==> src/rtl/mcs_pkg.sv <==
package mcs_pkg;

    localparam int WORD_W = 16;
    localparam int NREG   = 8;
    localparam int RIDX_W = $clog2(NREG);

    typedef enum logic [3:0] {
        OP_LDD, OP_LDA, OP_ST, OP_MOVM,
        OP_ADD, OP_MUL, OP_DIV, OP_BGT, OP_HALT
    } op_e;

    typedef enum logic [1:0] {
        ALU_ADD, ALU_MUL, ALU_DIV
    } alu_op_e;

    typedef enum logic [4:0] {
        S_F_MAR, S_F_RD, S_F_IR, S_DEC, S_F_PC,
        S_X_MAR, S_X_RD,
        S_L_MAR, S_L_RD, S_L_WB,
        S_S_MBR, S_S_WR,
        S_M_EA, S_M_RD, S_M_WR, S_M_MBR,
        S_PC2, S_B_ADD,
        S_EX_ADD, S_EX_MUL, S_EX_DIV,
        S_HALT
    } step_e;

    typedef struct packed {
        logic n;
        logic z;
        logic v;
    } flags_t;

    typedef struct packed {
        op_e               op;
        logic [RIDX_W-1:0] rx;
        logic [RIDX_W-1:0] ry;
    } dec_t;

endpackage

==> src/rtl/mcs_decode.sv <==
module mcs_decode
    import mcs_pkg::*;
(
    input  logic [WORD_W-1:0] ir,
    output dec_t              dec
);

    always_comb begin
        dec.rx = ir[11:9];
        dec.ry = ir[2:0];
        dec.op = OP_HALT;
        if (ir == 16'h6E00) begin
            dec.op = OP_BGT;
        end else if (ir[15:12] == 4'h3) begin
            if (ir[8:0] == 9'h038)              dec.op = OP_LDD;
            else if (ir[8:0] == 9'h078)         dec.op = OP_LDA;
            else if (ir[11:3] == 9'h1C0)        dec.op = OP_ST;
            else if (ir[8:3] == 6'b101101)      dec.op = OP_MOVM;
        end else if (ir[8:3] == 6'b000000) begin
            case (ir[15:12])
                4'hD:    dec.op = OP_ADD;
                4'hC:    dec.op = OP_MUL;
                4'h8:    dec.op = OP_DIV;
                default: dec.op = OP_HALT;
            endcase
        end
    end

endmodule

==> src/rtl/mcs_alu.sv <==
module mcs_alu
    import mcs_pkg::*;
#(
    parameter int W = WORD_W
) (
    input  alu_op_e      op,
    input  logic [W-1:0] src,
    input  logic [W-1:0] dst,
    output logic [W-1:0] res,
    output flags_t       fl,
    output logic         div_zero
);

    logic [2*W-1:0] prod;
    logic [W-1:0]   sum;

    always_comb begin
        sum      = src + dst;
        prod     = {{W{1'b0}}, src} * {{W{1'b0}}, dst};
        div_zero = (src == '0);
        fl.v     = 1'b0;
        case (op)
            ALU_ADD: begin
                res  = sum;
                fl.v = (src[W-1] == dst[W-1]) && (sum[W-1] != src[W-1]);
            end
            ALU_MUL: begin
                res  = prod[W-1:0];
                fl.v = |prod[2*W-1:W];
            end
            default: begin
                res  = div_zero ? dst : (dst / src);
            end
        endcase
        fl.n = res[W-1];
        fl.z = (res == '0);
    end

endmodule

==> src/rtl/mcs_regbank.sv <==
module mcs_regbank #(
    parameter int W        = 16,
    parameter int N        = 8,
    parameter int RD_PORTS = 2,
    localparam int IDX_W   = $clog2(N)
) (
    input  logic                            clk,
    input  logic                            rst_n,
    input  logic                            we,
    input  logic [IDX_W-1:0]                waddr,
    input  logic [W-1:0]                    wdata,
    input  logic [RD_PORTS-1:0][IDX_W-1:0]  raddr,
    output logic [RD_PORTS-1:0][W-1:0]      rdata
);

    logic [N-1:0][W-1:0] regs_q;
    logic [N-1:0][W-1:0] regs_d;

    for (genvar g = 0; g < N; g++) begin : g_reg
        always_comb begin
            regs_d[g] = (we && (waddr == IDX_W'(g))) ? wdata : regs_q[g];
        end
    end

    for (genvar p = 0; p < RD_PORTS; p++) begin : g_rd
        assign rdata[p] = regs_q[raddr[p]];
    end

    always_ff @(posedge clk or negedge rst_n) begin
        if (!rst_n) regs_q <= '0;
        else        regs_q <= regs_d;
    end

endmodule

==> src/rtl/mcs_core.sv <==
module mcs_core
    import mcs_pkg::*;
#(
    parameter int CNT_W     = 32,
    parameter int STEP_W    = 4,
    parameter int COST_XFER = 1,
    parameter int COST_DEC  = 2,
    parameter int COST_ADD  = 2,
    parameter int COST_MUL  = 5,
    parameter int COST_DIV  = 5
) (
    input  logic              clk,
    input  logic              rst_n,
    output logic              mem_req,
    output logic              mem_we,
    output logic [WORD_W-1:0] mem_addr,
    output logic [WORD_W-1:0] mem_wdata,
    input  logic [WORD_W-1:0] mem_rdata,
    input  logic              mem_ready,
    output logic              instr_start,
    output logic [CNT_W-1:0]  cycle_cnt,
    output logic              done,
    output logic              div_err
);

    localparam logic [STEP_W-1:0] LAST_XFER = STEP_W'(COST_XFER - 1);
    localparam logic [STEP_W-1:0] LAST_DEC  = STEP_W'(COST_DEC - 1);
    localparam logic [STEP_W-1:0] LAST_ADD  = STEP_W'(COST_ADD - 1);
    localparam logic [STEP_W-1:0] LAST_MUL  = STEP_W'(COST_MUL - 1);
    localparam logic [STEP_W-1:0] LAST_DIV  = STEP_W'(COST_DIV - 1);
    localparam logic [WORD_W-1:0] WORD_BYTES = WORD_W'(2);

    typedef struct packed {
        step_e              step;
        logic [STEP_W-1:0]  cnt;
        logic               phase;
        logic [WORD_W-1:0]  pc;
        logic [WORD_W-1:0]  mar;
        logic [WORD_W-1:0]  mbr;
        logic [WORD_W-1:0]  ir;
        logic [WORD_W-1:0]  wr;
        flags_t             fl;
        logic               err;
        logic               done;
        logic [CNT_W-1:0]   cyc;
    } state_t;

    state_t s_q, s_d;

    dec_t                         dec;
    alu_op_e                      alu_op;
    logic [WORD_W-1:0]            alu_res;
    flags_t                       alu_fl;
    logic                         alu_div0;
    logic [1:0][RIDX_W-1:0]       d_raddr;
    logic [1:0][WORD_W-1:0]       d_rdata;
    logic [0:0][RIDX_W-1:0]       a_raddr;
    logic [0:0][WORD_W-1:0]       a_rdata;
    logic                         d_we, a_we;
    logic [WORD_W-1:0]            d_wdata, a_wdata;
    logic                         mem_step;
    logic                         step_end;
    logic [STEP_W-1:0]            last_cnt;
    logic                         gt;

    mcs_decode u_dec (
        .ir  (s_q.ir),
        .dec (dec)
    );

    always_comb begin
        case (dec.op)
            OP_MUL:  alu_op = ALU_MUL;
            OP_DIV:  alu_op = ALU_DIV;
            default: alu_op = ALU_ADD;
        endcase
    end

    mcs_alu #(.W(WORD_W)) u_alu (
        .op       (alu_op),
        .src      (d_rdata[0]),
        .dst      (d_rdata[1]),
        .res      (alu_res),
        .fl       (alu_fl),
        .div_zero (alu_div0)
    );

    assign d_raddr[0] = dec.ry;
    assign d_raddr[1] = dec.rx;
    assign a_raddr[0] = s_q.phase ? dec.rx : dec.ry;

    mcs_regbank #(.W(WORD_W), .N(NREG), .RD_PORTS(2)) u_dregs (
        .clk   (clk),
        .rst_n (rst_n),
        .we    (d_we),
        .waddr (dec.rx),
        .wdata (d_wdata),
        .raddr (d_raddr),
        .rdata (d_rdata)
    );

    mcs_regbank #(.W(WORD_W), .N(NREG), .RD_PORTS(1)) u_aregs (
        .clk   (clk),
        .rst_n (rst_n),
        .we    (a_we),
        .waddr (dec.rx),
        .wdata (a_wdata),
        .raddr (a_raddr),
        .rdata (a_rdata)
    );

    always_comb begin
        case (s_q.step)
            S_DEC:                           last_cnt = LAST_DEC;
            S_F_PC, S_PC2, S_M_EA,
            S_B_ADD, S_EX_ADD:               last_cnt = LAST_ADD;
            S_EX_MUL:                        last_cnt = LAST_MUL;
            S_EX_DIV:                        last_cnt = LAST_DIV;
            default:                         last_cnt = LAST_XFER;
        endcase
        mem_step = (s_q.step == S_F_RD) || (s_q.step == S_X_RD) ||
                   (s_q.step == S_L_RD) || (s_q.step == S_M_RD) ||
                   (s_q.step == S_S_WR);
        step_end = mem_step ? (mem_ready && (s_q.cnt != '0))
                            : (s_q.cnt == last_cnt);
        gt = !s_q.fl.z && (s_q.fl.n == s_q.fl.v);
    end

    always_comb begin
        s_d     = s_q;
        s_d.cyc = s_q.cyc + 1'b1;
        d_we    = 1'b0;
        a_we    = 1'b0;
        d_wdata = s_q.mbr;
        a_wdata = s_q.mbr;
        if (!step_end) begin
            if (s_q.cnt != '1) s_d.cnt = s_q.cnt + 1'b1;
        end else begin
            s_d.cnt = '0;
            case (s_q.step)
                S_F_MAR: begin
                    s_d.mar  = s_q.pc;
                    s_d.step = S_F_RD;
                end
                S_F_RD: begin
                    s_d.mbr  = mem_rdata;
                    s_d.step = S_F_IR;
                end
                S_F_IR: begin
                    s_d.ir   = s_q.mbr;
                    s_d.step = S_DEC;
                end
                S_DEC: s_d.step = S_F_PC;
                S_F_PC: begin
                    s_d.pc    = s_q.pc + WORD_BYTES;
                    s_d.phase = 1'b0;
                    case (dec.op)
                        OP_LDD, OP_LDA, OP_ST, OP_MOVM: s_d.step = S_X_MAR;
                        OP_ADD:  s_d.step = S_EX_ADD;
                        OP_MUL:  s_d.step = S_EX_MUL;
                        OP_DIV:  s_d.step = S_EX_DIV;
                        OP_BGT:  s_d.step = gt ? S_X_MAR : S_PC2;
                        default: begin
                            s_d.step = S_HALT;
                            s_d.done = 1'b1;
                        end
                    endcase
                end
                S_X_MAR: begin
                    s_d.mar  = s_q.pc;
                    s_d.step = S_X_RD;
                end
                S_X_RD: begin
                    s_d.mbr = mem_rdata;
                    case (dec.op)
                        OP_MOVM: s_d.step = S_M_EA;
                        OP_BGT:  s_d.step = S_B_ADD;
                        default: s_d.step = S_L_MAR;
                    endcase
                end
                S_L_MAR: begin
                    s_d.mar  = s_q.mbr;
                    s_d.step = (dec.op == OP_ST) ? S_S_MBR : S_L_RD;
                end
                S_L_RD: begin
                    s_d.mbr  = mem_rdata;
                    s_d.step = S_L_WB;
                end
                S_L_WB: begin
                    if (dec.op == OP_LDA) begin
                        a_we = 1'b1;
                    end else begin
                        d_we     = 1'b1;
                        s_d.fl.n = s_q.mbr[WORD_W-1];
                        s_d.fl.z = (s_q.mbr == '0);
                        s_d.fl.v = 1'b0;
                    end
                    s_d.step = S_PC2;
                end
                S_S_MBR: begin
                    s_d.mbr  = d_rdata[0];
                    s_d.step = S_S_WR;
                end
                S_S_WR: s_d.step = S_PC2;
                S_M_EA: begin
                    s_d.mar  = a_rdata[0] + s_q.mbr;
                    s_d.step = s_q.phase ? S_M_MBR : S_M_RD;
                end
                S_M_RD: begin
                    s_d.mbr  = mem_rdata;
                    s_d.step = S_M_WR;
                end
                S_M_WR: begin
                    s_d.wr   = s_q.mbr;
                    s_d.step = S_PC2;
                end
                S_M_MBR: begin
                    s_d.mbr  = s_q.wr;
                    s_d.step = S_S_WR;
                end
                S_PC2: begin
                    s_d.pc = s_q.pc + WORD_BYTES;
                    if ((dec.op == OP_MOVM) && !s_q.phase) begin
                        s_d.phase = 1'b1;
                        s_d.step  = S_X_MAR;
                    end else begin
                        s_d.step  = S_F_MAR;
                    end
                end
                S_B_ADD: begin
                    s_d.pc   = s_q.pc + s_q.mbr;
                    s_d.step = S_F_MAR;
                end
                S_EX_ADD, S_EX_MUL, S_EX_DIV: begin
                    d_wdata = alu_res;
                    if ((s_q.step == S_EX_DIV) && alu_div0) begin
                        s_d.err = 1'b1;
                    end else begin
                        d_we   = 1'b1;
                        s_d.fl = alu_fl;
                    end
                    s_d.step = S_F_MAR;
                end
                default: s_d.step = S_HALT;
            endcase
        end
    end

    always_ff @(posedge clk or negedge rst_n) begin
        if (!rst_n) begin
            s_q      <= '0;
            s_q.step <= S_F_MAR;
        end else begin
            s_q      <= s_d;
        end
    end

    assign mem_req     = mem_step && (s_q.cnt == '0);
    assign mem_we      = (s_q.step == S_S_WR);
    assign mem_addr    = s_q.mar;
    assign mem_wdata   = s_q.mbr;
    assign instr_start = (s_q.step == S_F_MAR);
    assign cycle_cnt   = s_q.cyc;
    assign done        = s_q.done;
    assign div_err     = s_q.err;

    // a request never stretches over two cycles
    assert_req_single_cycle_R2: assert property (@(posedge clk) disable iff (!rst_n)
        mem_req |=> !mem_req);

    // the memory only answers while an access is in flight
    assert_ready_in_access_R2: assert property (@(posedge clk) disable iff (!rst_n)
        mem_ready |-> mem_step);

    // an instruction fetch reads from the address PC held one cycle before
    assert_fetch_from_pc_R1: assert property (@(posedge clk) disable iff (!rst_n)
        (mem_req && (s_q.step == S_F_RD)) |-> (mem_addr == $past(s_q.pc)));

    // once halted the core stays halted and quiet
    assert_halt_sticky_R11: assert property (@(posedge clk) disable iff (!rst_n)
        done |=> (done && !mem_req));

    // the divide error indication never clears
    assert_div_err_sticky_R8: assert property (@(posedge clk) disable iff (!rst_n)
        div_err |=> div_err);

    // the cycle counter advances by one each clock
    assert_cycle_advance_R12: assert property (@(posedge clk) disable iff (!rst_n)
        !$isunknown(cycle_cnt) |=> (cycle_cnt != $past(cycle_cnt)));

endmodule

==> config.mk <==
export PLATFORM = sky130hd
export DESIGN_NAME = mcs_core
export DESIGN_NICKNAME = d
export VERILOG_FILES = /design/src/rtl/mcs_pkg.sv /design/src/rtl/mcs_decode.sv /design/src/rtl/mcs_alu.sv /design/src/rtl/mcs_regbank.sv /design/src/rtl/mcs_core.sv
export SDC_FILE = /design/constraint.sdc
export NUM_CORES = 2
export LEC_CHECK = 0
export ABC_AREA = 1
export BUFFER_PORTS_ARGS = -buffer_cell sky130_fd_sc_hd__buf_4
export CAP_MARGIN = 10
export CORE_ASPECT_RATIO = 1.5
export CORE_UTILIZATION = 55
export CTS_CLUSTER_SIZE = 30
export DETAILED_ROUTE_END_ITERATION = 7
export GPL_TIMING_DRIVEN = 0
export PLACE_DENSITY = 0.71
export SETUP_SLACK_MARGIN = 0.15
export SYNTH_ARGS = -nofsm -noshare
export SYNTH_HDL_FRONTEND = slang
export SYNTH_SLANG_ARGS = --single-unit
==> constraint.sdc <==
create_clock -name clk -period 30.7 [get_ports clk]
set_input_delay 6.14 -clock clk [delete_from_list [all_inputs] [get_ports clk]]
set_output_delay 6.14 -clock clk [all_outputs]
set_load 0.05 [all_outputs]
**Yosys cells after proc, flatten, opt, wreduce, memory -nomap -nowiden**

Memory sizes are Yosys's and may differ from the RTL's.
Cells that the tools add are included.
Widths: inputs -> output; s select.

- Bits in registers: 383
- ROM bits: 64
- Bits of input ports: 19
- Output and inout bits: 69
- Word-level logic and storage cells: 204
- Memories kept: 1

- $add $sub $neg: 6
- $mul: 1
- Div/mod/pow operators: 1
- Order comparisons: 3
- Equal/unequal tests: 52
- Muxes and demuxes: 46
- Bitwise gates (word level): 1
- Reduce and logical (&&, ||, !) cells: 63

Memories:

| memory | words | width | rd ports | clocked after Yosys merged registers in | write ports | line | source |
|---|---|---|---|---|---|---|---|
| (no name shown) | 32 | 2 | 1 | 0 | 0 | mcs_core.sv:113 | `case (s_q.step)` |

Operators by type and width:

| cell | number |
|---|---|
| $bmux 16 s3 | 3 |
| $mux 16 | 6 |
| $pmux 16 s3 | 2 |
| $pmux 5 s15 | 1 |
| $pmux 16 s2 | 2 |
| $add 16x16->16 | 3 |
| $logic_not 16->1 | 3 |
| $eq 5x4->1 const B | 8 |
| $mux 4 | 9 |
| $add 32x1->32 const B | 1 |
| $mul 16x16->32 | 1 |
| $eq 5x5->1 const B | 5 |
| $pmux 5 s5 | 1 |
| $logic_and 1x1->1 | 22 |
| $eq 5x3->1 const B | 4 |
| $add 16x2->16 const B | 1 |
| $div 16x16->16 | 1 |
| $eq 16x15->1 const B | 1 |
| $eq 4x3->1 const B | 4 |
| $reduce_or 16->1 | 1 |
| $eq 3x3->1 const B | 4 |
| $eq 4x2->1 const B | 3 |
| $eq 4x4->1 const B | 3 |
| $lt 3x4->1 const B | 3 |
| other kinds (43) | 81 |

**Logic depth before layout (Yosys ltp)**

- Depth after elaboration: 14
- Depth in mapped cells: 251
- Depth with buffers taken out: 242

**By module**

A second synthesis with hierarchy kept.

- Cell total of the unflattened synthesis: 6232
- Area total of the unflattened synthesis: 41312.1 um2

Modules (own cells, without submodules):

| module | instances | cells an instance | area an instance (um2) | sequential area each (um2) |
|---|---|---|---|---|
| mcs_alu | 1 | 2697 | 17618.1 | 0.0 |
| mcs_core | 1 | 1430 | 9519.1 | 3178.0 |
| mcs_regbank at u_dregs | 1 | 1165 | 7490.9 | 3203.1 |
| mcs_regbank at u_aregs | 1 | 867 | 6344.8 | 3203.1 |
| mcs_decode | 1 | 73 | 339.1 | 0.0 |

**Worst setup path before layout**

OpenSTA, ideal clock, no wires.

- Kind: register to register
- Start point: register s_q[53] (netlist bit)
- End point: register u_dregs.regs_q[0] (netlist bit)
- Setup time: 0.143 ns
- Data arrival time: 27.165 ns
- Required time: 30.557 ns
- Setup slack: 3.393 ns
- Cell stages (with the launch flop): 240
- Path buffers: 10
- Clock period less this slack: 27.307 ns
- Cells stage by stage: dfrtp_1 -> buf_6 -> inv_4 -> buf_6 -> buf_8 -> buf_6 -> buf_6 -> a21oi_1 -> o21ai_0 -> nand2_1 -> inv_1 -> o21ai_1 -> inv_1 -> clkbuf_1 -> ha_1 -> nand2_1 -> nor2_1 -> nand2_1 -> [204 not listed] -> nand2_1 -> nand2_1 -> nand2_1 -> clkbuf_1 -> o21ai_0 -> ha_1 -> a21oi_1 -> o21ai_0 -> a21oi_1 -> o21bai_1 -> a31oi_1 -> o211ai_1 -> nand4_1 -> nand4_1 -> a21oi_1 -> nand2_1 -> o21ai_0 -> o21ai_0

- Longest elaborated chain between the ends: 11
- Elaborated cells on any way between the ends: 29
- Those cells by class: add/sub: 1; mul: 1; div: 1; eq/ne: 7; mux: 15; reduce/logical: 4

RTL lines:

| element | line | source |
|---|---|---|
| start, declared | mcs_core.sv:48 | `state_t s_q, s_d;` |
| branches (longest 11 deep; another with $div 16x16->16) | - |  |
| end signal, assigned | mcs_regbank.sv:31 | `else regs_q <= regs_d;` |
| end, declared | mcs_regbank.sv:16 | `logic [N-1:0][W-1:0] regs_q;` |

Several ways; the timed one is not identified. The select of a mux whose other input is x is not followed.
A chain may end at the register's enable or synchronous reset.

**Worst setup path in the final report**

- Start point: register s_q[53] (netlist bit)
- End point: register s_q[35] (netlist bit)

- Longest elaborated chain between the ends: 12
- Elaborated cells on any way between the ends: 28
- Those cells by class: add/sub: 1; mul: 1; div: 1; eq/ne: 9; mux: 11; reduce/logical: 5

RTL lines:

| element |
|---|
| branches (longest 12 deep; another with $div 16x16->16) |

Several ways; the timed one is not identified. The select of a mux whose other input is x is not followed.

==> out/metrics.sh <==
RUN_STATUS='finished, final reports clean'
GRT_PASS1_VIAS=35017
CTS_INSERTED_BUFFERS=37
AREA_GROWTH_PCT=12.0
NUMBER_OF_SLEW_LIMIT_VIOLATIONS_IN_THE_FINAL_REPORT=0
CTS_SINKS=383
CLOCK_SKEW_NS=0.0299
CLK_TRANSITION_REPORTED_PATHS_NS=0.07
REPORT.FINAL.SETUP_VIOL=0
FINALWORSTPATHREQUIREDPERIOD_NS=28.89
TRACK_USAGE=0.384
FINAL_CORE_UTILIZATION=0.625
SYNTH_ENABLE_FLOP_CELLS=0
SYNTHFLOPTYPE='sky130_fd_sc_hd__dfrtp_1'
OVERFLOW=0
MAXSLEWHEADROOM=0.0965
CRIT_SLOWEST_CELL='sky130_fd_sc_hd__ha_1'
SYNTH_SEQ_AREA_SHARE=0.261
CRITICAL_PATH.N_BUFFERS_INVERTERS=29
RR_STARTPOINT='s_q[53]$_DFFE_PN0P_'
FLOORPLAN.INITIALDENSITY=0.558
SYN-INSTANCE-COUNT=5050
GRT_FIRST_PASS_WIRELENGTH_UM=198000
WL_UM=130000
YS_FF_LATCH=383
SYNTH-ASYNC-RESET-RATIO=1.00
WORST_R2R_ENDPOINT='s_q[35]$_DFFE_PN0P_'
WORST_HOLD_PATH_TYPE='register to register'
FILLER_CELL_COUNT=6177
WORST_SKEW_PAIR.LATE_LATENCY_NS=0.57
DIE_H_UM=319
FIRST_ITER_VIOLATIONS=3405
GPL_WTD_CONG=1.04
ACHIEVABLE-FREQUENCY_GHz=0.0346
SETUP.WORST_PATH.START='s_q[53]$_DFFE_PN0P_'
FINISH.NET_COUNT=5769
POWER.IR.VDD_WORST_uV=44.1
DESIGN.PORTCOUNT=88
WORST-R2R-CELL-COUNT=247
NUM_ROWS=115
HOLD_PATH_STARTPOINT='div_err$_DFFE_PN0P_'
SYNTH_AREA_UM2=36800
CTS.HTREE.LEVELS=2
DIE_AREA_UM2=67900
CRITICAL_PATH.MAX_STAGE_DELAY_NS=0.38
VIAS=35613
FINAL_HOLD_VIOL_COUNT=0
CLOCK_TREE.BUFFER_DEPTH=3
VIAS_PER_CELL=5.78
WORSTPATHMAXFANOUT=14
TOTALPOWERFINAL_mW=1.01
WORSTPATHREQUIRED_NS=31.17
FIN_CRIT_SH=0.941
SYNTH.LIB_CELLS_USED.DISTINCT=70
POWER_PER_CELL_AREA_nW_PER_UM2=24.6
NUMBER_OF_SYNTHESIS_WARNINGS=0
TOTAL_LEAKAGE_POWER_nW=20.1
CRITICAL_PATH.TOP_DELAY_FAMILY='simple AND/OR/NAND/NOR gates'
MAPPEDNETLISTNETS=5561
LAYOUT-DRIVE-GT1-SHARE=0.115
WORST-R2R-SETUP-SLACK_NS=1.81
DIEWIDTH_UM=213
STDCELL_COUNT=6164
WORST-ENDPOINT-ARRIVAL_NS=29.36
TIMING.SETUP.TNS_NS=0
SYN_AVG_CELL_AREA_UM2=7.28
ROUTE.ANTENNA.REMAINING_NETS=0
DIODES=0
DP_HPWL_UM=98100
HOLD_DEPTH=1
REMAINING_DRCS=0
WL_PER_CELL_UM=21.1
PORTBUFFERS=87
MIN_DELAY_WORST_ENDPOINT='div_err$_DFFE_PN0P_'
DRT_PASS1_ITERATIONS=6
CLOCK_ROOT_BUFFER='sky130_fd_sc_hd__clkbuf_16'
MOST_FREQUENT_CP_CELL='sky130_fd_sc_hd__nand2_1'
CTS_TREE='yes'
SETUP.WORST_PATH.START_CLASS='register'
TIMING_WORST_SLEW_PIN_VALUE_NS=1.34
GRT_ANTENNA_BEFORE_REPAIR=0
CP_CAPTURE_TYPE='register'
CORE_UM2=65900
DRV.MAX_CAP_VIOLATION_COUNT=0
PATH_CLASS='register to register'
GRT_MAX_DEGREE=118
PLACED_CELLS_INCL_TAPS=6028
==> power breakdown <==
part / switching [mW] / total (mW) / internal, mW
clock: 0.216 / 0.494 / 0.278
sequential: 0 / 0.504 / 0.504
combinational: 0.0107 / 0.0133 / 0.00262
==> synthesized netlist by cell type (35+ instances only) <==
| cell type | number | area (um^2) |
|---|---|---|
| sky130_fd_sc_hd__nand3_1 | 184 | 921 |
| sky130_fd_sc_hd__nand2_1 | 1159 | 4350 |
| sky130_fd_sc_hd__buf_4 | 81 | 608 |
| sky130_fd_sc_hd__inv_1 | 682 | 2560 |
| sky130_fd_sc_hd__nor2_1 | 558 | 2090 |
| sky130_fd_sc_hd__o21ai_1 | 35 | 175 |
| sky130_fd_sc_hd__o21ai_0 | 452 | 2260 |
| sky130_fd_sc_hd__fa_1 | 197 | 3940 |
| sky130_fd_sc_hd__xnor2_1 | 54 | 473 |
| sky130_fd_sc_hd__ha_1 | 295 | 3690 |
| sky130_fd_sc_hd__xor2_1 | 88 | 771 |
| sky130_fd_sc_hd__clkbuf_1 | 137 | 514 |
| sky130_fd_sc_hd__dfrtp_1 | 383 | 9580 |
| sky130_fd_sc_hd__nand4_1 | 36 | 225 |
| sky130_fd_sc_hd__a21oi_1 | 235 | 1180 |
==> sequential cells by signal, summed over array words and instances, names as in the netlist <==
name / cells
div_err: 1
u_dregs.regs_q: 128
s_q: 61
done: 1
mem_wdata: 16
mem_addr: 16
u_aregs.regs_q: 128
cycle_cnt: 32
==> cell usage in the layout (no fill, tap or decap), types with 13 or more instances in the layout <==
| cell | netlist | routed |
|---|---|---|
| sky130_fd_sc_hd__nor4_1 | 16 | 16 |
| sky130_fd_sc_hd__buf_4 | 81 | 239 |
| sky130_fd_sc_hd__inv_2 | 18 | 24 |
| sky130_fd_sc_hd__a221oi_1 | 23 | 23 |
| sky130_fd_sc_hd__nand4_1 | 36 | 36 |
| sky130_fd_sc_hd__o21bai_1 | 30 | 23 |
| sky130_fd_sc_hd__fa_1 | 197 | 197 |
| sky130_fd_sc_hd__buf_2 | 21 | 18 |
| sky130_fd_sc_hd__xor2_1 | 88 | 88 |
| sky130_fd_sc_hd__nand3_1 | 184 | 178 |
| sky130_fd_sc_hd__nand2_1 | 1159 | 1113 |
| sky130_fd_sc_hd__or2_2 | 31 | 31 |
| sky130_fd_sc_hd__o21ai_2 | 23 | 37 |
| sky130_fd_sc_hd__o21ai_1 | 35 | 37 |
| sky130_fd_sc_hd__buf_6 | 9 | 13 |
| sky130_fd_sc_hd__a21oi_1 | 235 | 224 |
| sky130_fd_sc_hd__a21o_1 | 13 | 13 |
| sky130_fd_sc_hd__a22oi_1 | 24 | 24 |
| sky130_fd_sc_hd__o211ai_1 | 20 | 20 |
| sky130_fd_sc_hd__nand3_2 | 11 | 18 |
| sky130_fd_sc_hd__nor3_1 | 24 | 22 |
| sky130_fd_sc_hd__xnor2_1 | 54 | 54 |
| sky130_fd_sc_hd__inv_1 | 682 | 674 |
| sky130_fd_sc_hd__clkbuf_16 | 0 | 38 |
| sky130_fd_sc_hd__o21ai_0 | 452 | 435 |
| sky130_fd_sc_hd__ha_1 | 295 | 281 |
| sky130_fd_sc_hd__nor2_1 | 558 | 554 |
| sky130_fd_sc_hd__ha_4 | 0 | 14 |
| sky130_fd_sc_hd__dfrtp_1 | 383 | 383 |
| sky130_fd_sc_hd__a31oi_1 | 33 | 33 |
| sky130_fd_sc_hd__clkbuf_1 | 137 | 140 |
| sky130_fd_sc_hd__nand2_2 | 30 | 70 |
==> final cells by class <==
cell class,instances,area (um^2),share of cell area
clock buffer,56,1110,0.0269
tap,877,1100,0.0266
timing repair buffer,168,1400,0.0341
inverter,709,2680,0.0650
clock inverter,12,173,0.00419
sequential,383,9580,0.233
multi-input combinational,3695,23700,0.575
buffer,264,1480,0.0358
==> cell families after synthesis <==
logic type / after synthesis / synth area share
multiplexers: 2 / 0.000579
AND/OR/NAND/NOR: 2093 / 0.236
AO/OA/AOI/OAI: 965 / 0.151
XOR/XNOR: 142 / 0.0338
flip-flops: 383 / 0.261
buffers and inverters: 973 / 0.111
adder cells (fa/ha/maj): 492 / 0.208
==> per-stage QoR <==
stage          instance area, um^2  hold slack, ns  setup WS, ns
3_5_place_dp                 38700           0.454         -2.31
6_report                     41200           0.464          1.81
5_1_grt                      41200           0.495        -0.272
3_3_place_gp                 38500           0.446         -3.64
4_1_cts                      40200           0.468         0.179
2_1_floorplan                36800           0.444          3.39
==> how the worst max path moves through the flow <==
stage / to / slack [ns] / depth (start not counted)
5_1_grt: s_q[35]$_DFFE_PN0P_ / -0.27 / 247
2_1_floorplan: u_dregs.regs_q[0]$_DFFE_PN0P_ / 3.39 / 239
3_5_place_dp: u_dregs.regs_q[112]$_DFFE_PN0P_ / -2.31 / 242
6_report: s_q[35]$_DFFE_PN0P_ / 1.81 / 247
4_1_cts: u_dregs.regs_q[112]$_DFFE_PN0P_ / 0.18 / 245
3_3_place_gp: u_dregs.regs_q[80]$_DFFE_PN0P_ / -3.64 / 238
==> routing by layer <==
metal	global-route usage	part of all wire	vias to the layer above	wire length (um)
met5	0	0	-	0
met4	0.332	0.10	0	13200
met3	0.0499	0.071	564	9320
met2	0.641	0.48	1650	62000
met1	0.429	0.35	16822	45800
li1	-	-	16577	-
==> what timing repair did <==
item                                    CTS  global route
setup buffers                            12            52
resized for setup                        48           127
endpoints found under the setup margin   17            17
hold buffers                              0             0
pin swaps                                13            77
cloned                                    0             1
No activity file was read; power rests on OpenSTA's default activity.
